### config.mk
export PLATFORM = sky130hd
export DESIGN_NAME = acc_cpu_core
export DESIGN_NICKNAME = d
export VERILOG_FILES = /design/src/rtl/acc_cpu_pkg.sv /design/src/rtl/acc_cpu_alu.sv /design/src/rtl/acc_cpu_seq.sv /design/src/rtl/acc_cpu_core.sv
export SDC_FILE = /design/constraint.sdc
export NUM_CORES = 1
export LEC_CHECK = 0
export CAP_MARGIN = 20
export CORE_MARGIN = 3
export CORE_UTILIZATION = 50
export CTS_BUF_LIST = sky130_fd_sc_hd__clkbuf_16
export DETAILED_ROUTE_END_ITERATION = 6
export DONT_BUFFER_PORTS = 1
export PLACE_DENSITY = 0.68
export SLEW_MARGIN = 40
export SYNTH_ARGS = -nofsm -noshare
export SYNTH_HDL_FRONTEND = slang
export SYNTH_SLANG_ARGS = --single-unit
export TNS_END_PERCENT = 50
### constraint.sdc
create_clock -name clk -period 2.83 [get_ports clk]
set_input_delay 0.566 -clock clk [delete_from_list [all_inputs] [get_ports clk]]
set_output_delay 0.566 -clock clk [all_outputs]
set_load 0.02 [all_outputs]
### src/rtl/acc_cpu_pkg.sv
package acc_cpu_pkg;

    localparam int OPC_W = 4;

    typedef enum logic [1:0] {
        ST_FETCH,
        ST_DECODE,
        ST_EXEC_RD,
        ST_EXEC_WR
    } cpu_state_t;

    localparam logic [OPC_W-1:0] OP_ADD = 4'h0;
    localparam logic [OPC_W-1:0] OP_SUB = 4'h2;
    localparam logic [OPC_W-1:0] OP_IOR = 4'h4;
    localparam logic [OPC_W-1:0] OP_XOR = 4'h5;
    localparam logic [OPC_W-1:0] OP_AND = 4'h6;
    localparam logic [OPC_W-1:0] OP_ASR = 4'h7;
    localparam logic [OPC_W-1:0] OP_LOD = 4'h8;
    localparam logic [OPC_W-1:0] OP_STO = 4'hA;
    localparam logic [OPC_W-1:0] OP_JMP = 4'hC;
    localparam logic [OPC_W-1:0] OP_JNZ = 4'hD;
    localparam logic [OPC_W-1:0] OP_JNC = 4'hE;
    localparam logic [OPC_W-1:0] OP_JNV = 4'hF;

    // Operations that fetch a memory operand in the execute phase
    function automatic logic op_reads(input logic [OPC_W-1:0] op);
        case (op)
            OP_ADD, OP_SUB, OP_IOR, OP_XOR, OP_AND, OP_LOD: return 1'b1;
            default: return 1'b0;
        endcase
    endfunction

    // Operations that update carry and overflow
    function automatic logic op_arith(input logic [OPC_W-1:0] op);
        return (op == OP_ADD) || (op == OP_SUB);
    endfunction

endpackage

### src/rtl/acc_cpu_alu.sv
module acc_cpu_alu
    import acc_cpu_pkg::*;
#(
    parameter int DATA_W = 32
) (
    input  logic [OPC_W-1:0]  op,
    input  logic [DATA_W-1:0] a,
    input  logic [DATA_W-1:0] b,
    output logic [DATA_W-1:0] y,
    output logic              cf,
    output logic              ov
);
    localparam int MSB = DATA_W - 1;

    logic [DATA_W:0] wide;

    always_comb begin
        wide = '0;
        y    = a;
        cf   = 1'b0;
        ov   = 1'b0;
        case (op)
            OP_ADD: begin
                wide = {1'b0, a} + {1'b0, b};
                y    = wide[MSB:0];
                cf   = wide[DATA_W];
                ov   = (a[MSB] == b[MSB]) && (y[MSB] != a[MSB]);
            end
            OP_SUB: begin
                wide = {1'b0, a} - {1'b0, b};
                y    = wide[MSB:0];
                cf   = wide[DATA_W];
                ov   = (a[MSB] != b[MSB]) && (y[MSB] != a[MSB]);
            end
            OP_IOR:  y = a | b;
            OP_XOR:  y = a ^ b;
            OP_AND:  y = a & b;
            OP_ASR:  y = {a[MSB], a[MSB:1]};
            OP_LOD:  y = b;
            default: y = a;
        endcase
    end

endmodule

### src/rtl/acc_cpu_seq.sv
module acc_cpu_seq
    import acc_cpu_pkg::*;
(
    input  logic             clk,
    input  logic             rst_n,
    input  logic             ack,
    input  logic [OPC_W-1:0] op,
    output cpu_state_t       state,
    output logic             req_valid,
    output logic             req_write,
    output logic             use_insn_addr
);
    cpu_state_t state_nxt;

    // State register
    always_ff @(posedge clk) begin
        if (!rst_n) state <= ST_FETCH;
        else        state <= state_nxt;
    end

    // Transitions
    always_comb begin
        state_nxt = state;
        unique case (state)
            ST_FETCH:   if (ack) state_nxt = ST_DECODE;
            ST_DECODE: begin
                if (op_reads(op))       state_nxt = ST_EXEC_RD;
                else if (op == OP_STO)  state_nxt = ST_EXEC_WR;
                else                    state_nxt = ST_FETCH;
            end
            ST_EXEC_RD: if (ack) state_nxt = ST_FETCH;
            ST_EXEC_WR: if (ack) state_nxt = ST_FETCH;
        endcase
    end

    // Bus request outputs
    always_comb begin
        req_valid     = 1'b0;
        req_write     = 1'b0;
        use_insn_addr = 1'b0;
        unique case (state)
            ST_FETCH:   req_valid = 1'b1;
            ST_DECODE:  use_insn_addr = 1'b1;
            ST_EXEC_RD: begin
                req_valid     = 1'b1;
                use_insn_addr = 1'b1;
            end
            ST_EXEC_WR: begin
                req_valid     = 1'b1;
                req_write     = 1'b1;
                use_insn_addr = 1'b1;
            end
        endcase
    end

    AST_REQ_HELD: assert property (@(posedge clk) disable iff (!rst_n)
        (req_valid && !ack) |=> (req_valid && $stable(req_write) && $stable(use_insn_addr)));

    AST_DECODE_SINGLE: assert property (@(posedge clk) disable iff (!rst_n)
        (state == ST_DECODE) |=> (state != ST_DECODE));

endmodule

### src/rtl/acc_cpu_core.sv
module acc_cpu_core
    import acc_cpu_pkg::*;
#(
    parameter int DATA_W = 32,
    parameter int ADDR_W = 24
) (
    input  logic              clk,
    input  logic              rst_n,
    output logic              req_valid,
    output logic              req_write,
    output logic [ADDR_W-1:0] req_addr,
    output logic [DATA_W-1:0] req_wdata,
    input  logic              req_ack,
    input  logic [DATA_W-1:0] rd_data
);
    localparam int OPC_LSB = DATA_W - OPC_W;

    cpu_state_t        state;
    logic              use_insn_addr;
    logic [ADDR_W-1:0] pc_q;
    logic [OPC_W-1:0]  op_q;
    logic [ADDR_W-1:0] adr_q;
    logic [DATA_W-1:0] acc_q;
    logic              cf_q, ov_q;
    logic [DATA_W-1:0] alu_y;
    logic              alu_cf, alu_ov;
    logic              fetch_done, exec_done, in_decode, take_jump;

    acc_cpu_seq u_seq (
        .clk           (clk),
        .rst_n         (rst_n),
        .ack           (req_ack),
        .op            (op_q),
        .state         (state),
        .req_valid     (req_valid),
        .req_write     (req_write),
        .use_insn_addr (use_insn_addr)
    );

    acc_cpu_alu #(.DATA_W(DATA_W)) u_alu (
        .op (op_q),
        .a  (acc_q),
        .b  (rd_data),
        .y  (alu_y),
        .cf (alu_cf),
        .ov (alu_ov)
    );

    assign fetch_done = (state == ST_FETCH)   && req_ack;
    assign exec_done  = (state == ST_EXEC_RD) && req_ack;
    assign in_decode  = (state == ST_DECODE);

    always_comb begin
        case (op_q)
            OP_JMP:  take_jump = 1'b1;
            OP_JNZ:  take_jump = (acc_q != '0);
            OP_JNC:  take_jump = !cf_q;
            OP_JNV:  take_jump = !ov_q;
            default: take_jump = 1'b0;
        endcase
    end

    always_ff @(posedge clk) begin
        if (!rst_n) begin
            pc_q  <= '0;
            op_q  <= '0;
            adr_q <= '0;
            acc_q <= '0;
            cf_q  <= 1'b0;
            ov_q  <= 1'b0;
        end else begin
            if (fetch_done) begin
                op_q  <= rd_data[DATA_W-1:OPC_LSB];
                adr_q <= rd_data[ADDR_W-1:0];
                pc_q  <= pc_q + 1'b1;
            end
            if (in_decode && take_jump) pc_q <= adr_q;
            if (in_decode && (op_q == OP_ASR)) acc_q <= alu_y;
            if (exec_done) begin
                acc_q <= alu_y;
                if (op_arith(op_q)) begin
                    cf_q <= alu_cf;
                    ov_q <= alu_ov;
                end
            end
        end
    end

    assign req_addr  = use_insn_addr ? adr_q : pc_q;
    assign req_wdata = acc_q;

    AST_FETCH_STEP: assert property (@(posedge clk) disable iff (!rst_n)
        fetch_done |=> (pc_q == $past(pc_q) + 1'b1));

    AST_ACC_KEEP_ON_STORE: assert property (@(posedge clk) disable iff (!rst_n)
        (state == ST_EXEC_WR) |=> $stable(acc_q));

    AST_FLAGS_ONLY_ARITH: assert property (@(posedge clk) disable iff (!rst_n)
        !(exec_done && op_arith(op_q)) |=> $stable({cf_q, ov_q}));

    AST_JMP_TARGET: assert property (@(posedge clk) disable iff (!rst_n)
        (in_decode && (op_q == OP_JMP)) |=> (pc_q == $past(adr_q)));

endmodule

* Word level (Yosys, flattened, before mapping)
Index checks and enable logic that the tools add are counted.
Storage, ports and cells: bits in read-only memories 0, memories 0, bits in writable memories 0, bits in latches 0, output and inout bits 58, register bits 88, logic and storage cells 72, input bits 35
Operators by class: bitwise gates (word level) 3, magnitude comparators 0, mux-type cells 19, divide/modulo/power cells 0, multipliers 0, shifts and indexed selects 0, reduce and logical (&&, ||, !) cells 20, equality and inequality tests 20, $add $sub $neg 3
Operators by type and width (number):
- 32-bit one-hot mux with 7 select lines | 1
- 24-bit two-way mux | 3
- 32-bit two-way mux | 2
- 32-bit by 32-bit adder with 33-bit output | 1
- 32-bit by 32-bit subtractor with 33-bit output | 1
- 32-bit AND | 1
- 32-bit OR | 1
- 32-bit nonzero test | 1
- 32-bit bitwise XOR | 1
- 24-bit by 1-bit adder with 24-bit output (second input constant) | 1
- 4-bit == test (second input constant) | 6
- 4-bit by 3-bit == test with 1-bit output (second input constant) | 4
- 2-bit two-way mux | 4
- 1-bit logical AND | 6
- 2-bit one-hot mux with 3 select lines | 1
- 3-bit OR reduction | 2
- 6-bit OR reduction | 1
- 1-bit two-way mux | 5
- 2-bit == test (second input constant) | 2
- 4-bit by 2-bit == test with 1-bit output (second input constant) | 1
- 4-bit logical NOT | 1
- 1-bit one-hot mux with 2 select lines | 2
- 1-bit one-hot mux with 4 select lines | 1
- 2-bit AND reduction | 2
- other kinds (10) | 14

* Longest topological paths before layout
Gate-level depths: netlist of the first run.
depth after elaboration 6, gate-level depth with buffers 14, gate-level depth less buffers 14

* Hierarchy
From an unflattened synthesis of the first run, not the netlist that was laid out.
Second synthesis, totals: cells, all modules 1400, area, all modules 9969.6 um^2
By module, submodules not included:
- acc_cpu_alu | seq. area each 0.0 um^2, instances 1, area each 5756.8 um^2, cells an instance 876
- acc_cpu_core | seq. area each 1721.7 um^2, instances 1, area each 4080.2 um^2, cells an instance 510
- acc_cpu_seq | seq. area each 40.0 um^2, instances 1, area each 132.6 um^2, cells an instance 14

* Worst setup path after synthesis of the first run
Ideal clock, no wire load.
kind register to register, start point reg acc_q[1], in the netlist req_wdata[1], end point reg acc_q[31], in the netlist req_wdata[31], clock period less this slack 3.046 ns, required time 2.755 ns, setup time 0.075 ns, slack -0.216 ns, cell stages (with the launch flop) 13, buffers on the path 0, data arrival time 2.972 ns, cell sequence dfxtp_1 -> inv_1 -> ha_1 -> a211oi_2 -> o21a_2 -> a211oi_1 -> o31a_1 -> o31ai_4 -> o221ai_2 -> a211oi_1 -> a21bo_1 -> a22o_1 -> o21ai_0
Between the ends: longest elaborated chain between the ends 4, elaborated cells on any way between the ends 5
Ends and longest elaborated chain:
- start, declared | line acc_cpu_core.sv:23 | logic [DATA_W-1:0] acc_q;
- start signal, assigned | line acc_cpu_core.sv:78 | if (in_decode && (op_q == OP_ASR)) acc_q <= alu_y;
- start signal, assigned | line acc_cpu_core.sv:80 | acc_q <= alu_y;
- 32-bit by 32-bit subtractor with 33-bit output / 32-bit by 32-bit adder with 33-bit output (equally long branches) | line acc_cpu_alu.sv:30, acc_cpu_alu.sv:24
- 32-bit one-hot mux with 7 select lines (*) | line acc_cpu_alu.sv:22 | case (op)
- 32-bit two-way mux | line acc_cpu_core.sv:78
- 32-bit two-way mux (*) | line acc_cpu_core.sv:79 | if (exec_done) begin
Every way passes the cells marked *; elsewhere a longest branch is shown, timed or not. The select of a mux whose other input is x is not followed. A chain may end at the register's enable or synchronous reset.

* Worst setup path in the final report of the first run
start point reg acc_q[7], in the netlist req_wdata[7], end point reg acc_q[28], in the netlist req_wdata[28]
The elaborated chain is that of the path after synthesis.

==> metrics, run 1 <==
GP Congestion 0.998; CORE AREA 18000 sq um; Pint 2.58 mW; status complete, but fails checks; failing checks negative setup slack; P_sw 1.62 mW; final setup margin -0.187 ns; Clock Pin Slew Worst Setup and Hold Paths 0.08 ns; maximum vdd drop 0.000326 V; drt wl/cell 20.6 um; routed vias/inst 6.36; CP required 3.08 ns; top cell type's share of synthesized area 19.1%; Worst Setup End Kind register; CTS tree done; Post-synth EDFFs 0; Max stage delay on crit path 0.43 ns; M1 GR Usage 45.0%; Fmax achieved 331 MHz; H-tree depth 3; starting density of the core 51.2%; gr usage total 32.3%; asr flop ratio synth 0%; Final Max Tran Viols 0; switch share 38.6%; num ports 93; largest net degree at the start of global routing 89; pwr dens 355 nW/um^2; Area Growth Syn to Fin 28.2%; Top Usage Layer GRT met2; die width 142 um; Antenna Cells 0; Clock Sinks 88; Worst-Skew Late Latency 0.36 ns; ys flop type dfxtp_1; die area 20100 sq um; vias in the first global route 9713; GRT overflow 0; met2 usage 51.4%; # setup viols final 4; initial antenna violation count 0; global-route wire length before repair 52700 um; Crit path arrival time 3.27 ns; Clock Path Buffers 2; Final Power 4.19 mW; Post-Syn Area 9220 sq um; Vias 10600; WL final 34200 um; Port Buffers 0; WS Path Type reg2reg; Ys Warns 0; synth unique cells 80; slowest CP cell or4_4; Clock Power Share 29.3%; final net count 1561; Mapped Avg Cell Area 7.28 sq um; hold crit path type in2reg; Static Leakage 5.08 nW; floorplan row count 49; Hold Fails Final Rpt 0; Worst Path Max Fanout 3; headroom to the max-slew limit 57.3%; RSZ-0062 raised after global routing yes; Worst-Margin Slew 0.640 ns; TNS Setup -0.361 ns; Setup Skew 0.0187 ns; Iter 0 DRT Violations 1106; die height 142 um; Final Critical Period 3.02 ns; setup slack, reg-to-reg -0.19 ns; clock root buffer clkbuf_16; Routed Antenna Nets 0; detailed-router iteration count before antenna repair 6; Final Cycle Share 107%; Max-Cap Viols 0; cell breakdown of the critical path inv_2 > ha_4 > nor2b_4 > or4_4 > o211ai_2 > and3b_2 > o21ai_4 > a211o_1 > a211o_1 > a21oi_2 > mux2i_1 > a21oi_1; number of buffers created by CTS 9; DP HPWL 24900 um; most numerous cell in the Yosys netlist nand2_1; crit-path most repeated cell a211o_1; post-layout util 65.6%; met3 Usage GRT 5.46%; syn nets 1400; combinational cell fraction of total power 38.4%; CP startpoint kind register; post-synthesis cell count 1266; worst hold slack 0.337 ns; largest area contributor in the netlist dfxtp_1; sequential fraction of the synthesis area 19.1%; fraction of layout cells with a size suffix above 1 27.3%; Post-CTS Hold Fix Bufs 0; Reg power frac 32.3%; Commonest cells post-synth nand2_1 (122), a21oi_1 (108), inv_1 (102), ha_1 (97), o21ai_0 (92); Synth Register Bits 88; largest cells by area after synthesis dfxtp_1 (19%), ha_1 (13%), a21oi_1 (5.9%), o21ai_0 (5.0%), nand2_1 (5.0%); drt drc 0
[registers in the layout, indices dropped and copies added, names as in the netlist]
register / flops
ov_q: 1
adr_q: 24
pc_q: 24
u_seq.state: 2
req_wdata: 32
cf_q: 1
op_q: 4
[per-layer routing]
layer	wire length [um]	vias to the layer above
li1	-	4944
met5	0	-
met3	3170	93
met2	15400	508
met1	14500	5019
met4	1020	0
[cell families after synthesis]
logic type      count (synthesis)  share of synthesized area [%]
compound gates                485                           36.2
simple gates                  361                           18.4
xor+xnor                       15                           1.42
fa+ha+maj                      99                           13.6
mux                            28                           3.38
buf+inv                       190                           7.88
flops                          88                           19.1
[through the flow]
stage	std cells	worst slack, ns	instance area (sq um)
3_5_place_dp	1632	-0.334	11000
6_report	1661	-0.187	11800
4_1_cts	1653	-0.0616	11400
5_1_grt	1661	-0.229	11800
3_3_place_gp	1632	-0.281	11000
2_1_floorplan	1266	-0.112	9410
[final timing paths]
check                       startpoint  cells past startpoint                         end
max          req_wdata[7]$_SDFFE_PN0P_                     12  req_wdata[28]$_SDFFE_PN0P_
min                              rst_n                      1   req_wdata[4]$_SDFFE_PN0P_
max reg2reg  req_wdata[7]$_SDFFE_PN0P_                     12  req_wdata[28]$_SDFFE_PN0P_
min reg2reg      adr_q[0]$_SDFFE_PN0P_                      2       adr_q[0]$_SDFFE_PN0P_
[placed cells by master, fill, tap and decap left out, types with 9 or more instances in the layout]
cell type  count
mux2_2        25
nor2_1        80
ha_4          14
o211ai_1      12
dfxtp_1       76
nor4_1        10
buf_4        233
a21boi_0      38
o22ai_1       11
nor2b_1       23
a221oi_1      28
and3_1        10
a21o_1        24
a31oi_1       25
a22oi_1       17
ha_1          82
o21ai_0       88
o221ai_1      12
a21oi_1      100
inv_1         92
nand3_1       21
nand2b_1      11
dfxtp_2       12
nand4_1       11
nor3_1        27
o21bai_1      11
a221o_1       13
clkbuf_16      9
nand2_1      122
[critical path: cells and delay by family (launching register included)]
family	cells	cell delay, ns
multiplexers	1	0.20
flip-flops	1	0.36
AND/OR/NAND/NOR	3	0.74
buffers and inverters	1	0.05
AO/OA/AOI/OAI	6	1.27
adder cells (fa/ha/maj)	1	0.28
[final cells by class]
type,instances,area [sq um]
inverter,102,403
clock inverter,7,53.8
timing repair buffer,238,1820
fill,1552,6210
sequential,88,1780
multi-input combinational,988,7250
tap,229,287
clock buffer,9,225
[power groups by stage]
stage          logic (mW)  clock network, mW  registers, mW
2_1_floorplan       0.905                  0           1.41
3_3_place_gp         1.46                  0           1.38
3_5_place_dp         1.47                  0           1.38
4_1_cts              1.50               1.23           1.35
5_1_grt              1.74               1.28           1.36
6_report             1.61               1.23           1.36
[what timing repair did]
item,in CTS,in global routing
cloned,0,0
pin swaps,7,37
buffers inserted,5,8
setup endpoints to repair,11,33
resized for setup,9,69
Note: power is estimated with default switching activity, not from simulation.
==> run 2: changes to the inputs <==
--- a/config.mk
+++ b/config.mk
@@ -9,9 +9,11 @@
 export CORE_MARGIN = 3
 export CORE_UTILIZATION = 50
 export CTS_BUF_LIST = sky130_fd_sc_hd__clkbuf_16
+export CTS_CLUSTER_DIAMETER = 120
 export DETAILED_ROUTE_END_ITERATION = 6
 export DONT_BUFFER_PORTS = 1
 export PLACE_DENSITY = 0.68
+export REMOVE_ABC_BUFFERS = 1
 export SLEW_MARGIN = 40
 export SYNTH_ARGS = -nofsm -noshare
 export SYNTH_HDL_FRONTEND = slang
==> metrics, run 2 (synthesis gave the netlist of run 1 again) <==
floorplan row count 49 (unchanged); # setup viols final 2 (was 4); Reg power frac 33.2% (was 32.3%); number of buffers created by CTS 9 (unchanged); largest net degree at the start of global routing 89 (unchanged); H-tree depth 3 (unchanged); CP startpoint kind register (unchanged); drt drc 0 (unchanged); hold crit path type in2reg (unchanged); detailed-router iteration count before antenna repair 6 (unchanged); pre-CTS setup slack -0.473 ns (was -0.334 ns); GP Congestion 0.979 (was 0.998); RSZ-0062 raised after global routing yes (unchanged); Crit path arrival time 3.14 ns (was 3.27 ns); Port Buffers 0 (unchanged); Final Critical Period 2.92 ns (was 3.02 ns); Routed Antenna Nets 0 (unchanged); max FFs per register 32 (unchanged); WL final 33400 um (was 34200 um); Worst Setup End Kind register (unchanged); Vias 10500 (was 10600); switch share 37.9% (was 38.6%); most frequent cells in the layout buf_4 (226), nand2_1 (122), a21oi_1 (99), inv_1 (98), o21ai_0 (89) (was buf_4 (233), nand2_1 (122), a21oi_1 (100), inv_1 (92), o21ai_0 (88)); Antenna Cells 0 (unchanged); Iter 0 DRT Violations 1136 (was 1106); headroom to the max-slew limit 44.5% (was 57.3%); status complete, but fails checks (unchanged); Reg-to-Reg Start req_wdata[0]$_SDFFE_PN0P_ (was req_wdata[7]$_SDFFE_PN0P_); drt wl/cell 20.2 um (was 20.6 um); GRT overflow 0 (unchanged); pwr dens 353 nW/um^2 (was 355 nW/um^2); Fmax achieved 342 MHz (was 331 MHz); maximum vdd drop 0.000322 V (was 0.000326 V); WS Path Type reg2reg (unchanged); Post-DP Area 10800 sq um (was 11000 sq um); final net count 1552 (was 1561); Clock Power Share 28.9% (was 29.3%); num ports 93 (unchanged); slowest CP cell a2111oi_4 (was or4_4); Clock Pin Slew Worst Setup and Hold Paths 0.07 ns (was 0.08 ns); fraction of layout cells with a size suffix above 1 26.0% (was 27.3%); DP HPWL 24300 um (was 24900 um); Post-Layout Inst Area 11600 sq um (was 11800 sq um); Clock Sinks 88 (unchanged); Critical path origin req_wdata[0]$_SDFFE_PN0P_ (was req_wdata[7]$_SDFFE_PN0P_); failing checks negative setup slack (unchanged); global-route wire length before repair 51400 um (was 52700 um); CORE AREA 18000 sq um (unchanged); combinational cell fraction of total power 37.9% (was 38.4%); Worst Path Max Fanout 3 (unchanged); Post-CTS Hold Fix Bufs 0 (unchanged); initial antenna violation count 0 (unchanged); Pint 2.55 mW (was 2.58 mW); Hold Fails Final Rpt 0 (unchanged); Setup Skew 0.0182 ns (was 0.0187 ns); Clock Path Buffers 2 (unchanged); final setup margin -0.0900 ns (was -0.187 ns); CTS tree done (unchanged); hold_sp rst_n (unchanged); die area 20100 sq um (unchanged); cell breakdown of the critical path ha_2 > inv_2 > fa_2 > nand2b_4 > a21oi_4 > o311ai_4 > o22a_2 > o21ai_2 > a211o_1 > a21o_1 > a2111oi_4 > o31a_1 > a21oi_1 (was inv_2 > ha_4 > nor2b_4 > or4_4 > o211ai_2 > and3b_2 > o21ai_4 > a211o_1 > a211o_1 > a21oi_2 > mux2i_1 > a21oi_1); commonest non-fill, non-tap cell in the layout buf_4 (unchanged); Max stage delay on crit path 0.36 ns (was 0.43 ns); Placed Cells 1622 (was 1632); Final Cycle Share 103% (was 107%); Max-Cap Viols 0 (unchanged); Finished Layout Cells 1652 (was 1661); CP top delay family compound AO/OA/AOI/OAI gates (unchanged); Worst-Margin Slew 0.832 ns (was 0.640 ns); Worst-Skew Late Latency 0.37 ns (was 0.36 ns); routed vias/inst 6.33 (was 6.36); TNS Setup -0.158 ns (was -0.361 ns); gr usage total 31.4% (was 32.3%); worst path bufs/invs 1 (unchanged); die height 142 um (unchanged); clock root buffer clkbuf_16 (unchanged); vias in the first global route 9749 (was 9713); CP required 3.05 ns (was 3.08 ns); P_sw 1.56 mW (was 1.62 mW); Final Max Tran Viols 0 (unchanged); starting density of the core 51.2% (unchanged); Area Growth Syn to Fin 26.1% (was 28.2%); die width 142 um (unchanged); Static Leakage 4.99 nW (was 5.08 nW)
[run 2: cell count changes in the layout (fill, tap and decap cells not counted), moves of 3 or more]
cell       change
buf_4          -7
ha_4           -4
a2111oi_2      -3
inv_1          +6
inv_2          -3
nor4_1         +3
ha_2           +6
[run 2: final cells by class]
class	instances	area [sq um]
Timing Repair Buffer	229	1750
Clock inverter	7	53.8
Tap cell	229	287
Inverter	102	383
Clock buffer	9	225
Sequential cell	88	1770
Fill cell	1583	6400
Multi-Input combinational cell	988	7150
[run 2: path summary, 6_finish.rpt]
path,endpoint,slack [ns],cells past startpoint
setup reg to reg,cf_q$_SDFFE_PN0P_,-0.09,13
hold reg to reg,adr_q[14]$_SDFFE_PN0P_,0.48,2
setup / recovery,cf_q$_SDFFE_PN0P_,-0.09,13
hold / removal,pc_q[10]$_SDFFE_PN0P_,0.34,1
[run 2: metrics by stage]
step | hold WS, ns | utilization (%) | power (mW)
2_1_floorplan | 0.449 | - | 2.24
3_3_place_gp | 0.466 | 60.1 | 2.80
3_5_place_dp | 0.471 | 60.1 | 2.82
4_1_cts | 0.336 | 62.8 | 4.03
5_1_grt | 0.337 | 64.5 | 4.30
6_report | 0.338 | 64.5 | 4.11
[run 2: timing repair]
item,4_1_cts,5_1_grt
pin swaps,17,29
cloned,0,0
resized for setup,34,56
setup endpoints to repair,16,27
setup buffers,6,8
[run 2: layer usage]
metal,track usage [%],part of all wire (%),vias to the layer above
met5,0,0,-
met2,50.6,46,490
met4,9.65,2.7,0
met1,41.5,42,4952
met3,7.45,9.6,78
li1,-,-,4937
[run 2: power by group through the flow]
| stage | Clock (mW) | Sequential, mW | Combinational [mW] |
|---|---|---|---|
| 6_report | 1.19 | 1.36 | 1.56 |
| 3_5_place_dp | 0 | 1.39 | 1.43 |
| 5_1_grt | 1.26 | 1.37 | 1.68 |
| 2_1_floorplan | 0 | 1.41 | 0.827 |
| 3_3_place_gp | 0 | 1.39 | 1.41 |
| 4_1_cts | 1.20 | 1.36 | 1.47 |
==> run 3: changes to the inputs <==
--- a/config.mk
+++ b/config.mk
@@ -12,7 +12,6 @@
 export CTS_CLUSTER_DIAMETER = 120
 export DETAILED_ROUTE_END_ITERATION = 6
 export DONT_BUFFER_PORTS = 1
-export PLACE_DENSITY = 0.68
 export REMOVE_ABC_BUFFERS = 1
 export SLEW_MARGIN = 40
 export SYNTH_ARGS = -nofsm -noshare
==> constraint.sdc (replaced) <==
create_clock -name clk -period 3.6 [get_ports clk]
set_input_delay 0.72 -clock clk [delete_from_list [all_inputs] [get_ports clk]]
set_output_delay 0.72 -clock clk [all_outputs]
set_load 0.02 [all_outputs]
==> metrics, run 3 (synthesis gave the netlist of run 1 again) <==
max FFs per register 32 (unchanged); CP required 3.85 ns (was 3.05 ns); pre-CTS setup slack 0.108 ns (was -0.473 ns); WL final 31000 um (was 33400 um); TNS Setup 0 ns (was -0.158 ns); CORE AREA 18000 sq um (unchanged); Fillers 1776 (was 1583); die width 142 um (unchanged); Clock Sinks 88 (unchanged); Vias 9645 (was 10500); clock root buffer clkbuf_16 (unchanged); Worst-Skew Late Latency 0.35 ns (was 0.37 ns); Routed Antenna Nets 0 (unchanged); commonest non-fill, non-tap cell in the layout nand2_1 (was buf_4); routed vias/inst 6.51 (was 6.33); final setup margin 0.325 ns (was -0.0900 ns); gr usage total 30.2% (was 31.4%); largest net degree at the start of global routing 89 (unchanged); Antenna Cells 0 (unchanged); Worst-Margin Slew 0.784 ns (was 0.832 ns); die height 142 um (unchanged); Post-DP Area 9650 sq um (was 10800 sq um); CTS tree done (unchanged); Final Cycle Share 91.0% (was 103%); num ports 93 (unchanged); final net count 1381 (was 1552); CP startpoint kind register (unchanged); detailed-router iteration count before antenna repair 6 (unchanged); floorplan row count 49 (unchanged); hold crit path type reg2reg (was in2reg); Worst Setup End Kind register (unchanged); post-cts sizing count 0 (was 34); Iter 0 DRT Violations 736 (was 1136); Placed Cells 1465 (was 1622); fraction of layout cells with a size suffix above 1 10.4% (was 26.0%); status finished clean (was complete, but fails checks); most frequent cells in the layout nand2_1 (122), a21oi_1 (108), inv_1 (103), ha_1 (97), o21ai_0 (92) (was buf_4 (226), nand2_1 (122), a21oi_1 (99), inv_1 (98), o21ai_0 (89)); DP HPWL 22300 um (was 24300 um); drt wl/cell 20.9 um (was 20.2 um); WS Path Type reg2reg (unchanged); Clock Path Buffers 2 (unchanged); global-route wire length before repair 49200 um (was 51400 um); Clock Pin Slew Worst Setup and Hold Paths 0.07 ns (about the same); GRT overflow 0 (unchanged); drt drc 0 (unchanged); pwr dens 301 nW/um^2 (was 353 nW/um^2); Area Growth Syn to Fin 7.65% (was 26.1%); Crit path arrival time 3.53 ns (was 3.14 ns); Setup Skew 0.00965 ns (was 0.0182 ns); Post-CTS Hold Fix Bufs 0 (unchanged); initial antenna violation count 1 (was 0); Post-Layout Inst Area 9930 sq um (was 11600 sq um); Port Buffers 0 (unchanged); Final Critical Period 3.28 ns (was 2.92 ns); Finished Layout Cells 1481 (was 1652); RSZ-0062 raised after global routing no (was yes); Final Max Tran Viols 0 (unchanged); Hold Fails Final Rpt 0 (unchanged); post-layout util 55.1% (was 64.5%); headroom to the max-slew limit 47.7% (was 44.5%); vias in the first global route 8924 (was 9749); Worst Path Max Fanout 6 (was 3); starting density of the core 51.2% (unchanged); Fmax achieved 305 MHz (was 342 MHz); # setup viols final 0 (was 2); Static Leakage 4.09 nW (was 4.99 nW); die area 20100 sq um (unchanged); H-tree depth 3 (unchanged); Max-Cap Viols 0 (unchanged); Post-CTS Repair Setup Buffers 0 (was 6); maximum vdd drop 0.000263 V (was 0.000322 V); number of buffers created by CTS 9 (unchanged); GP Congestion 0.961 (was 0.979)
[run 3: cell types whose count changed in the layout (fill, tap and decap cells not counted), moves of 8 or more]
cell and delta:
dfxtp_1 +10, ha_1 +17, a21oi_1 +9, a21oi_2 -8, buf_4 -170, dfxtp_2 -10, ha_4 -10
[run 3: final timing paths]
path	start	endpoint	slack [ns]	cells past startpoint
worst max-delay path	req_wdata[2]$_SDFFE_PN0P_	req_wdata[25]$_SDFFE_PN0P_	0.32	12
worst min-delay path	adr_q[0]$_SDFFE_PN0P_	adr_q[0]$_SDFFE_PN0P_	0.48	2
worst max register to register	req_wdata[2]$_SDFFE_PN0P_	req_wdata[25]$_SDFFE_PN0P_	0.32	12
worst min register to register	adr_q[0]$_SDFFE_PN0P_	adr_q[0]$_SDFFE_PN0P_	0.48	2
[run 3: layer usage]
metal  track usage [%]  vias up  wire (um)
met2              47.2      391      13700
met3              6.30       59       2550
li1                  -     4593          -
met1              41.4     4600      13800
met4              9.80        2        867
met5                 0        -         13
[run 3: critical path: stages (launching register included)]
cell       delay (ns)
dfxtp_1          0.39
buf_4            0.21
ha_1             0.33
o211ai_2         0.10
o21a_2           0.25
a211oi_1         0.40
nor2_1           0.14
o311ai_2         0.34
a211oi_1         0.24
o21ai_1          0.20
mux2i_1          0.21
o2111ai_1        0.12
o221a_1          0.22
[run 3: final cells by class]
| class | instances | area (sq um) | area share [%] |
|---|---|---|---|
| tap | 229 | 287 | 2.89 |
| sequential | 88 | 1760 | 17.7 |
| clock inverter | 7 | 46.3 | 0.466 |
| multi-input combinational | 988 | 6760 | 68.1 |
| inverter | 102 | 383 | 3.86 |
| timing repair buffer | 58 | 460 | 4.64 |
| clock buffer | 9 | 225 | 2.27 |
[run 3: power breakdown]
part / total, mW / switching, mW / internal (mW) / leakage, nW
combinational: 0.982 / 0.625 / 0.357 / 3.24
clock: 0.922 / 0.453 / 0.470 / 0.135
sequential: 1.09 / 0.0678 / 1.02 / 0.715
total: 2.99 / 1.15 / 1.85 / 4.09
[run 3: metrics by stage]
stage	power [mW]	hold slack, ns
after floorplan	1.76	0.449
after global placement	2.07	0.467
after detailed placement	2.07	0.470
after CTS	3.00	0.482
after global routing	3.15	0.493
final	2.99	0.476
